[config.mk]
export PLATFORM = sky130hd
export DESIGN_NAME = muldiv_hilo
export DESIGN_NICKNAME = d
export VERILOG_FILES = /design/src/rtl/muldiv_pkg.sv /design/src/rtl/muldiv_ctrl.sv /design/src/rtl/muldiv_dp.sv /design/src/rtl/muldiv_hilo.sv
export SDC_FILE = /design/constraint.sdc
export NUM_CORES = 1
export LEC_CHECK = 0
export BUFFER_PORTS_ARGS = -buffer_cell sky130_fd_sc_hd__buf_4
export CORE_MARGIN = 2
export CORE_UTILIZATION = 46
export DETAILED_ROUTE_END_ITERATION = 16
export MAX_ROUTING_LAYER = met4
export SETUP_SLACK_MARGIN = 0.02
export SYNTH_ARGS = -nofsm -noshare
export SYNTH_HDL_FRONTEND = slang
export SYNTH_SLANG_ARGS = --single-unit
[constraint.sdc]
create_clock -name clk -period 13.6 [get_ports clk]
set_clock_uncertainty 0.05 [all_clocks]
set_input_delay 2.72 -clock clk [delete_from_list [all_inputs] [get_ports clk]]
set_output_delay 2.72 -clock clk [all_outputs]
set_load 0.02 [all_outputs]
[src/rtl/muldiv_pkg.sv]
`timescale 1ns/1ps
package muldiv_pkg;

  typedef enum logic [2:0] {
    OP_MULS  = 3'd0,
    OP_MULU  = 3'd1,
    OP_DIVS  = 3'd2,
    OP_DIVU  = 3'd3,
    OP_SETHI = 3'd4,
    OP_SETLO = 3'd5,
    OP_GETHI = 3'd6,
    OP_GETLO = 3'd7
  } mdOp_e;

  // strobes from control to datapath
  typedef struct packed {
    logic load;     // capture operands, start iteration
    logic step;     // one iteration step
    logic finish;   // last step, commit result to HI/LO
    logic fastMul;  // single-cycle multiply commit
    logic setHi;
    logic setLo;
    logic getHi;
    logic getLo;
  } mdCtrl_t;

endpackage

[src/rtl/muldiv_ctrl.sv]
`timescale 1ns/1ps
module muldiv_ctrl
  import muldiv_pkg::*;
#(
  parameter int XLEN     = 32,
  parameter int MUL_ITER = 1
) (
  input  logic       clk,
  input  logic       rstN,
  input  logic       reqValid,
  input  logic [2:0] reqOp,
  output logic       reqReady,
  output logic       busy,
  output logic       rdValid,
  output mdCtrl_t    ctrl
);
  localparam int CNT_W = $clog2(XLEN);
  localparam logic [CNT_W-1:0] LAST = CNT_W'(XLEN - 1);
  localparam bit ITER_MUL = (MUL_ITER != 0);

  logic             busyQ;
  logic [CNT_W-1:0] cntQ;
  logic             rdValidQ;
  logic             accept;
  logic             isMul;
  logic             isDivOp;
  logic             longOp;

  assign accept  = reqValid & ~busyQ;
  assign isMul   = (reqOp[2:1] == 2'b00);
  assign isDivOp = (reqOp[2:1] == 2'b01);
  assign longOp  = isDivOp | (isMul & ITER_MUL);

  always_comb begin
    ctrl         = '0;
    ctrl.load    = accept & longOp;
    ctrl.step    = busyQ;
    ctrl.finish  = busyQ & (cntQ == LAST);
    ctrl.fastMul = accept & isMul & ~ITER_MUL;
    ctrl.setHi   = accept & (mdOp_e'(reqOp) == OP_SETHI);
    ctrl.setLo   = accept & (mdOp_e'(reqOp) == OP_SETLO);
    ctrl.getHi   = accept & (mdOp_e'(reqOp) == OP_GETHI);
    ctrl.getLo   = accept & (mdOp_e'(reqOp) == OP_GETLO);
  end

  always_ff @(posedge clk or negedge rstN) begin
    if (!rstN) begin
      busyQ    <= 1'b0;
      cntQ     <= '0;
      rdValidQ <= 1'b0;
    end else begin
      rdValidQ <= ctrl.getHi | ctrl.getLo;
      if (ctrl.load) begin
        busyQ <= 1'b1;
        cntQ  <= '0;
      end else if (ctrl.finish) begin
        busyQ <= 1'b0;
        cntQ  <= '0;
      end else if (busyQ) begin
        cntQ <= cntQ + 1'b1;
      end
    end
  end

  assign reqReady = ~busyQ;
  assign busy     = busyQ;
  assign rdValid  = rdValidQ;

endmodule

[src/rtl/muldiv_dp.sv]
`timescale 1ns/1ps
module muldiv_dp
  import muldiv_pkg::*;
#(
  parameter int XLEN     = 32,
  parameter int MUL_ITER = 1
) (
  input  logic            clk,
  input  logic            rstN,
  input  mdCtrl_t         ctrl,
  input  logic [2:0]      reqOp,
  input  logic [XLEN-1:0] reqA,
  input  logic [XLEN-1:0] reqB,
  output logic [XLEN-1:0] rdData
);
  localparam int PW = 2 * XLEN;

  logic [XLEN-1:0] hiQ, loQ;
  logic [XLEN-1:0] accHiQ, accLoQ, opBQ;
  logic            isDivQ, negMainQ, negRemQ, zeroDivQ;
  logic [XLEN-1:0] rdDataQ;

  // operand preparation
  logic            sgnOp, aNeg, bNeg;
  logic [XLEN-1:0] absA, absB;

  always_comb begin
    sgnOp = ~reqOp[0];
    aNeg  = sgnOp & reqA[XLEN-1];
    bNeg  = sgnOp & reqB[XLEN-1];
    absA  = aNeg ? (~reqA + 1'b1) : reqA;
    absB  = bNeg ? (~reqB + 1'b1) : reqB;
  end

  // one restoring-divide step
  logic [XLEN:0]   divShift, divDiff;
  logic            divFits;
  logic [XLEN-1:0] divHiN, divLoN;
  // one shift-and-add multiply step
  logic [XLEN:0]   mulSum;
  logic [XLEN-1:0] mulHiN, mulLoN;
  logic [XLEN-1:0] stepHi, stepLo;

  always_comb begin
    divShift = {accHiQ, accLoQ[XLEN-1]};
    divDiff  = divShift - {1'b0, opBQ};
    divFits  = ~divDiff[XLEN];
    divHiN   = divFits ? divDiff[XLEN-1:0] : divShift[XLEN-1:0];
    divLoN   = {accLoQ[XLEN-2:0], divFits};

    mulSum   = {1'b0, accHiQ} + (accLoQ[0] ? {1'b0, opBQ} : {(XLEN+1){1'b0}});
    mulHiN   = mulSum[XLEN:1];
    mulLoN   = {mulSum[0], accLoQ[XLEN-1:1]};

    stepHi   = isDivQ ? divHiN : mulHiN;
    stepLo   = isDivQ ? divLoN : mulLoN;
  end

  // sign fix-up on the final step
  logic [PW-1:0]   prodRaw, prodFix;
  logic [XLEN-1:0] quoFix, remFix, finHi, finLo;
  logic            commitOk;

  always_comb begin
    prodRaw  = {stepHi, stepLo};
    prodFix  = negMainQ ? (~prodRaw + 1'b1) : prodRaw;
    quoFix   = negMainQ ? (~stepLo + 1'b1) : stepLo;
    remFix   = negRemQ ? (~stepHi + 1'b1) : stepHi;
    finHi    = isDivQ ? remFix : prodFix[PW-1:XLEN];
    finLo    = isDivQ ? quoFix : prodFix[XLEN-1:0];
    commitOk = ~(isDivQ & zeroDivQ);
  end

  // single-cycle array multiplier, present only when selected
  logic [PW-1:0] fastProd;
  generate
    if (MUL_ITER == 0) begin : g_array_mul
      logic [PW-1:0] extA, extB;
      assign extA     = {{XLEN{aNeg}}, reqA};
      assign extB     = {{XLEN{bNeg}}, reqB};
      assign fastProd = extA * extB;
    end else begin : g_iter_mul
      assign fastProd = '0;
    end
  endgenerate

  // iteration registers
  always_ff @(posedge clk or negedge rstN) begin
    if (!rstN) begin
      accHiQ   <= '0;
      accLoQ   <= '0;
      opBQ     <= '0;
      isDivQ   <= 1'b0;
      negMainQ <= 1'b0;
      negRemQ  <= 1'b0;
      zeroDivQ <= 1'b0;
    end else if (ctrl.load) begin
      accHiQ   <= '0;
      accLoQ   <= absA;
      opBQ     <= absB;
      isDivQ   <= reqOp[1];
      negMainQ <= aNeg ^ bNeg;
      negRemQ  <= aNeg;
      zeroDivQ <= (reqB == '0);
    end else if (ctrl.step) begin
      accHiQ <= stepHi;
      accLoQ <= stepLo;
    end
  end

  // architectural HI/LO and read port
  always_ff @(posedge clk or negedge rstN) begin
    if (!rstN) begin
      hiQ     <= '0;
      loQ     <= '0;
      rdDataQ <= '0;
    end else begin
      if (ctrl.finish && commitOk) begin
        hiQ <= finHi;
        loQ <= finLo;
      end else if (ctrl.fastMul) begin
        hiQ <= fastProd[PW-1:XLEN];
        loQ <= fastProd[XLEN-1:0];
      end else begin
        if (ctrl.setHi) hiQ <= reqA;
        if (ctrl.setLo) loQ <= reqA;
      end
      if (ctrl.getHi)      rdDataQ <= hiQ;
      else if (ctrl.getLo) rdDataQ <= loQ;
    end
  end

  assign rdData = rdDataQ;

endmodule

[src/rtl/muldiv_hilo.sv]
`timescale 1ns/1ps
module muldiv_hilo
  import muldiv_pkg::*;
#(
  parameter int XLEN     = 32,
  parameter int MUL_ITER = 1
) (
  input  logic            clk,
  input  logic            rstN,
  input  logic            reqValid,
  input  logic [2:0]      reqOp,
  input  logic [XLEN-1:0] reqA,
  input  logic [XLEN-1:0] reqB,
  output logic            reqReady,
  output logic            busy,
  output logic            rdValid,
  output logic [XLEN-1:0] rdData
);
  mdCtrl_t ctrl;

  muldiv_ctrl #(.XLEN(XLEN), .MUL_ITER(MUL_ITER)) ctrl_i (
    .clk(clk), .rstN(rstN), .reqValid(reqValid), .reqOp(reqOp),
    .reqReady(reqReady), .busy(busy), .rdValid(rdValid), .ctrl(ctrl)
  );

  muldiv_dp #(.XLEN(XLEN), .MUL_ITER(MUL_ITER)) dp_i (
    .clk(clk), .rstN(rstN), .ctrl(ctrl), .reqOp(reqOp),
    .reqA(reqA), .reqB(reqB), .rdData(rdData)
  );

endmodule

==> run summary, run 1 <==
status: complete, no violations
Root Driver: clkbuf_16
register area: 5090 um^2
first-pass GRT wire length: 93.4 mm
clk buf depth: 3
nature of the critical path endpoint: flip-flop
Crit Path Class: flip-flop to flip-flop
Die ar.: 39000 um^2
Mapped Nets: 2301
Post-CTS Hold Fix Bufs: 0
synthesized cell area: 17200 um^2
max_cap viols: 0
synthesized flop and latch total: 203
antenna violations before repair: 0
wirelength, routed: 59.8 mm
startpoint types: flip-flop
number of enable flip-flop cells after synthesis: 0
IO buf count: 104
GRT Total Usage: 31.5%
Post-CTS Resized: 0
Clk Latency, worst-skew pair: 560 ps
setup violators final: 0
depth of the CTS H-tree: 1
area delta synth->final: 11.4%
Congestion Overflow GR: 0
Multi-input gate area: 11400 um^2
slew margin rel.: 19.3%
Die Y-Extent: 197 um
core box area: 36700 um^2
CTS tree: done
vias: 16600
row count: 70
final hold vios: 0
Starting Density: 46.9%
diode count: 0
Max Clock Freq: 161 MHz
post-synth cell types: 96
setup bufs post-CTS: 0
I/O Pins: 105
Post-DRT Antenna Nets: 0
RSZ-0062 raised after global routing: false
GPL Wtd Cong: 0.961
period utilization: 45.8%
Num CTS Buffers: 26
DRT iter0 DRCs: 1191
cells after synthesis: 2159
share of layout cells above drive strength 1: 10.8%
Synth Warn #: 0
Final Critical Period: 6220 ps
drt wl/cell: 22.4 um
die width: 197 um
CP Max Fanout: 17
clock-pin slew on the worst setup and hold paths: 60 ps
hpwl dp: 44.5 mm
vias per inst: 6.19
top_reg_cell synth: dfrtp_1
worst-margin pin slew: 1210 ps
Mean Syn Cell Area: 7.97 um^2
vias in the first global route: 16000
setup TNS: 0 ps
# nets final: 2330
Hold WC Path Type: flip-flop to flip-flop
max-slew violation count: 0
post-synthesis sequential area ratio: 29.5%
required time worst endpoint: 13990 ps
Fillers: 3618
drt pass-1 iters: 6
clock sink count: 203
largest net degree at the start of global routing: 108
crit path DAT: 6620 ps
drc violations: 0
async set or reset register ratio after synthesis: 100%
[worst max-delay path: stages, from the launching register on]
cell and delay [ps]:
dfrtp_1 430, inv_1 80, ha_1 170, inv_1 60, fa_1 420, a211oi_1 360, o211ai_1 150, nand3_1 280
a21bo_2 270, nand3_2 390, nand3_1 440, o21ai_0 180, inv_1 120, ha_1 160, o21ai_0 180, nor4_1 470
nand2_1 260, or2_2 480, nor3_1 290, a31oi_1 120, o21bai_1 240, mux2_2 320, o21a_1 190
[layout make-up]
| cell class | instances | share of cell area [%] |
|---|---|---|
| Tap cell | 468 | 3.05 |
| Clock inverter | 14 | 0.940 |
| Clock buffer | 31 | 3.76 |
| Inverter | 69 | 1.35 |
| Multi-Input combinational cell | 1761 | 59.3 |
| Sequential cell | 203 | 26.5 |
| Timing Repair Buffer | 127 | 5.01 |
[cell usage in the layout, fill, tap and decap left out, types with 8 or more instances in the layout]
cell and n:
nand2_1 326, o21ai_0 244, dfrtp_1 201, buf_4 126, a21oi_1 125, nor2_1 122
mux2i_1 117, xor2_1 81, ha_1 70, inv_1 69, xnor2_1 61, and2_1 46
nor3_1 44, o211ai_1 43, nand3_1 35, a211oi_1 33, o31ai_1 27, clkbuf_16 27
nor2b_1 26, a21o_1 20, nand4_1 19, a31oi_1 19, o21a_1 19, o22ai_1 19
nor4_1 17, nand2b_1 17, and3_1 14, or3_1 13, mux2_2 13, or2_2 11
o21ai_1 8, o41ai_1 8, o221ai_1 8, a21boi_0 8
[layer usage]
metal | share of wire (%) | vias up | track usage [%]
met3 | 6.0 | 125 | 3.79
met2 | 46 | 577 | 50.8
li1 | - | 7853 | -
met5 | 0 | - | -
met1 | 44 | 7999 | 41.3
met4 | 3.5 | 0 | 10.4
[cells in the mapped netlist (all sizes together) (5+ instances only)]
cell     count  area (um^2)
a2111oi      8         90.1
a211o        6         52.6
a211oi      35          280
a21boi      10         78.8
a21o        20          150
a21oi      130          677
a311oi       5         61.3
a31o         7         61.3
a31oi       19          119
and2        46          288
and3        15         93.8
buf         37          188
clkbuf      89          334
dfrtp      203         5080
ha          70          876
inv         69          259
mux2        13          146
mux2i      117         1170
nand2      328         1230
nand2b      18          113
nand3       38          208
nand4       20          131
nor2       123          464
nor2b       27          169
nor3        47          252
nor3b        7         52.6
nor4        17          106
nor4b        7         61.3
o2111ai      5         43.8
o211a        6         60.1
o211ai      43          323
o21a        19          143
o21ai      254         1290
o21bai       7         52.6
o221ai       8         70.1
o22ai       19          119
o31ai       27          203
o41ai        8         70.1
or2         12         75.1
or3         13         81.3
or4          7         52.6
xnor2       61          534
xor2        81          709
[per-stage QoR]
step	setup slack [ps]	std cells	util, %	hold WS [ps]	instance area (um^2)
after floorplan	8460	2159	-	387	17200
after global placement	7750	2628	49.8	409	18300
after detailed placement	7570	2628	49.8	416	18300
after CTS	7510	2673	52.2	429	19200
after global routing	6970	2673	52.2	454	19200
final	7380	2673	52.2	425	19200
[worst paths after layout]
path,start,end,slack [ps],depth (start not counted)
min reg2reg,ctrl_i.cntQ[3],ctrl_i.cntQ[3],420,1
min,ctrl_i.cntQ[3],ctrl_i.cntQ[3],420,1
min in group asynchronous,rstN,dp_i.rdData[6],2090,1
max,dp_i.accLoQ[31],dp_i.hiQ[28],7380,22
max reg2reg,dp_i.accLoQ[31],dp_i.hiQ[28],7380,22
max in group asynchronous,rstN,dp_i.isDivQ,9270,3
[kinds of logic (layout without fill, tap and decap cells)]
family / Yosys count / count (layout) / share of synthesized area (%)
AND/OR/NAND/NOR: 739 / 739 / 20.4
flip-flops: 203 / 203 / 29.5
multiplexers: 130 / 130 / 7.66
XOR/XNOR: 142 / 142 / 7.23
AO/OA/AOI/OAI: 678 / 678 / 25.4
adder cells (fa/ha/maj): 72 / 72 / 5.32
buffers and inverters: 195 / 241 / 4.54
[state kept, by name, indices dropped and copies added (netlist names)]
register and count:
dp_i.accHiQ 32, dp_i.accLoQ 32, dp_i.hiQ 32, dp_i.loQ 32, dp_i.opBQ 32, dp_i.rdData 32, ctrl_i.cntQ 5, ctrl_i.busy 1
ctrl_i.rdValid 1, dp_i.isDivQ 1, dp_i.negMainQ 1, dp_i.negRemQ 1, dp_i.zeroDivQ 1
Power of run 1 is not shown: default switching activity piles up to over one toggle a cycle in this logic, so the estimate is an artifact.
==> run 2: changes to the inputs <==
Settings changed: ABC_AREA set to 1, PLACE_DENSITY set to 0.65.
Clock period 13.6 ns to 5.12 ns, I/O delays scaled along.
==> run 2 against run 1 <==
Fmax rose by 25%. Critical path depth fell by 2. Routed wire length rose by 31%. Cell count rose by 38%. Utilization fell by 0.46 points. Flip-flop and latch count did not move. Non-clock buffer count rose by 21. Area after synthesis rose by 9.4%. Die area rose by 9.2%. Clock-buffer cell count rose by 4. First-iteration DRC count rose by 100%. Via count rose by 28%. Critical path type unchanged. Largest cell class unchanged.
==> run summary, run 2 <==
setup TNS: 0 ps
Hold Path End: dp_i.rdData[30]
max_cap viols: 0
Final Critical Period: 4970 ps
I/O Pins: 105
Die ar.: 42500 um^2
wirelength, routed: 78.6 mm
synthesized cell area: 18800 um^2
first-pass GRT wire length: 117 mm
drt pass-1 iters: 6
Post-CTS Resized: 0
Synth Area in XOR/XNOR: 3.35%
diode count: 0
most frequent cells in the layout: nand2_1, inv_1, nor2_1
post-synth top area cell: dfrtp_1
mux share of post-synthesis cell area: 0.0532%
vias in the first global route: 19100
main combinational cell family by area after synthesis: simple AND/OR/NAND/NOR gates
FF-to-FF Start: dp_i.accLoQ[0]
period utilization: 97.1%
area delta synth->final: 11.8%
cell with the most instances after synthesis: nand2_1
Mapped Nets: 3206
depth of the CTS H-tree: 1
Min-Delay Path Depth: 1
share of layout cells above drive strength 1: 8.95%
slew margin rel.: 22.3%
HP Start: dp_i.rdData[30]
cells after synthesis: 3064
synthesized flop and latch total: 203
Synth Area in Adders: 4.87%
crit path DAT: 5360 ps
Multi-input gate area: 11700 um^2
Congestion Overflow GR: 0
# nets final: 3275
Synth Area in Compound Gates: 17.6%
worst-margin pin slew: 1160 ps
status: complete, no violations
Post-Synth Simple-Gate Area: 35.8%
max-slew violation count: 0
number of enable flip-flop cells after synthesis: 0
hpwl dp: 62.4 mm
reg2reg end: dp_i.hiQ[13]
top_reg_cell synth: dfrtp_1
Crit Path Class: flip-flop to flip-flop
Synth Warn #: 0
vias per inst: 5.74
IO buf count: 104
final hold vios: 0
vias: 21200
GPL Wtd Cong: 1.01
post-synth cell types: 58
Num CTS Buffers: 25
async set or reset register ratio after synthesis: 100%
clock sink count: 203
RSZ-0062 raised after global routing: false
worst reg2reg setup slack: 150 ps
largest net degree at the start of global routing: 91
most common cell after layout, fill and taps aside: nand2_1
top cells by area, synth: dfrtp_1, nand2_1, inv_1, o21ai_0, nand3_1
Die Y-Extent: 206 um
core box area: 40600 um^2
CTS tree: done
die width: 206 um
clock-pin slew on the worst setup and hold paths: 70 ps
required time worst endpoint: 5510 ps
row count: 74
Max Clock Freq: 201 MHz
GRT Total Usage: 37.9%
CP Max Fanout: 22
Mean Syn Cell Area: 6.14 um^2
post-synthesis sequential area ratio: 27.0%
Hold WC Path Type: flip-flop to flip-flop
nature of the critical path endpoint: flip-flop
antenna violations before repair: 1
area share of the largest cell type after synthesis: 27.0%
drt wl/cell: 21.3 um
register area: 5080 um^2
Clk Latency, worst-skew pair: 560 ps
startpoint types: flip-flop
Fillers: 4293
setup bufs post-CTS: 0
Post-DRT Antenna Nets: 0
drc violations: 0
setup violators final: 0
Post-CTS Hold Fix Bufs: 0
depth of the most critical reg-to-reg path: 20
Root Driver: clkbuf_16
DRT iter0 DRCs: 2422
most frequent cells after synthesis: nand2_1, inv_1, nor2_1
Starting Density: 46.3%
clk buf depth: 3
[run 2: cell count changes after synthesis, sizes merged, moves of 19 or more]
cell / previous run / this run
a211oi: 35 / 0
and2: 46 / 3
inv: 69 / 436
mux2i: 117 / 1
nand2: 328 / 961
nand3: 38 / 227
nor2: 123 / 298
nor2b: 27 / 0
o211ai: 43 / 24
o21a: 19 / 40
o22ai: 19 / 60
o31ai: 27 / 3
xnor2: 61 / 30
xor2: 81 / 42
[run 2: critical path, cell delays in order, from the launching register on]
cell and delay, ps:
dfrtp_1 940, nand2_1 100, inv_1 90, ha_1 270, fa_1 270, nand2_1 90
nand2_1 70, o21ai_1 170, o21ai_0 640, nand2_1 100, nand2_1 230, nor2_1 80
nand3b_1 160, nand2_1 210, nand2_1 100, nor2_1 210, a21oi_1 100, nor2_1 390
o21ai_0 190, nand3_1 270, nand2_1 90
[run 2: layout make-up]
cell class	count	share of cell area (%)
Inverter	441	7.88
Sequential cell	203	24.2
Clock buffer	35	3.29
Tap cell	532	3.16
Timing Repair Buffer	148	5.37
Clock inverter	10	0.719
Multi-Input combinational cell	2314	55.4
[run 2: worst max-delay path by stage]
stage	from	to
final	dp_i.accLoQ[0]	dp_i.hiQ[13]
after global routing	dp_i.accLoQ[31]	dp_i.hiQ[20]
after CTS	dp_i.accLoQ[31]	dp_i.hiQ[20]
after detailed placement	dp_i.accLoQ[31]	dp_i.hiQ[20]
after global placement	dp_i.accLoQ[31]	dp_i.hiQ[24]
after floorplan	dp_i.accLoQ[31]	dp_i.hiQ[16]
[run 2: layer usage]
metal  GRT usage [%]  up-vias  wire length, um
li1                -    10000                -
met1            55.2     9978            36200
met2            49.9     1019            30700
met3            12.5      111             9730
met4            8.80        0             1910
met5               -        -                0
[run 2: cell families (layout without fill, tap and decap cells)]
kind of cell,count (synthesis),count (layout)
flops,203,203
mux,1,1
simple gates,1595,1595
buf+inv,547,634
compound gates,574,574
xor+xnor,72,72
fa+ha+maj,72,72
[run 2: per-stage QoR]
step	util, %	setup slack, ps	std cells	hold slack, ps	instance area [um^2]
5_1_grt	51.8	36.7	3683	453	21000
3_5_place_dp	49.6	237	3638	421	20200
6_report	51.8	149	3683	439	21000
4_1_cts	51.7	223	3683	440	21000
2_1_floorplan	-	1050	3064	402	18800
3_3_place_gp	49.6	327	3638	422	20200
Power of run 2 is left out for the same reason.
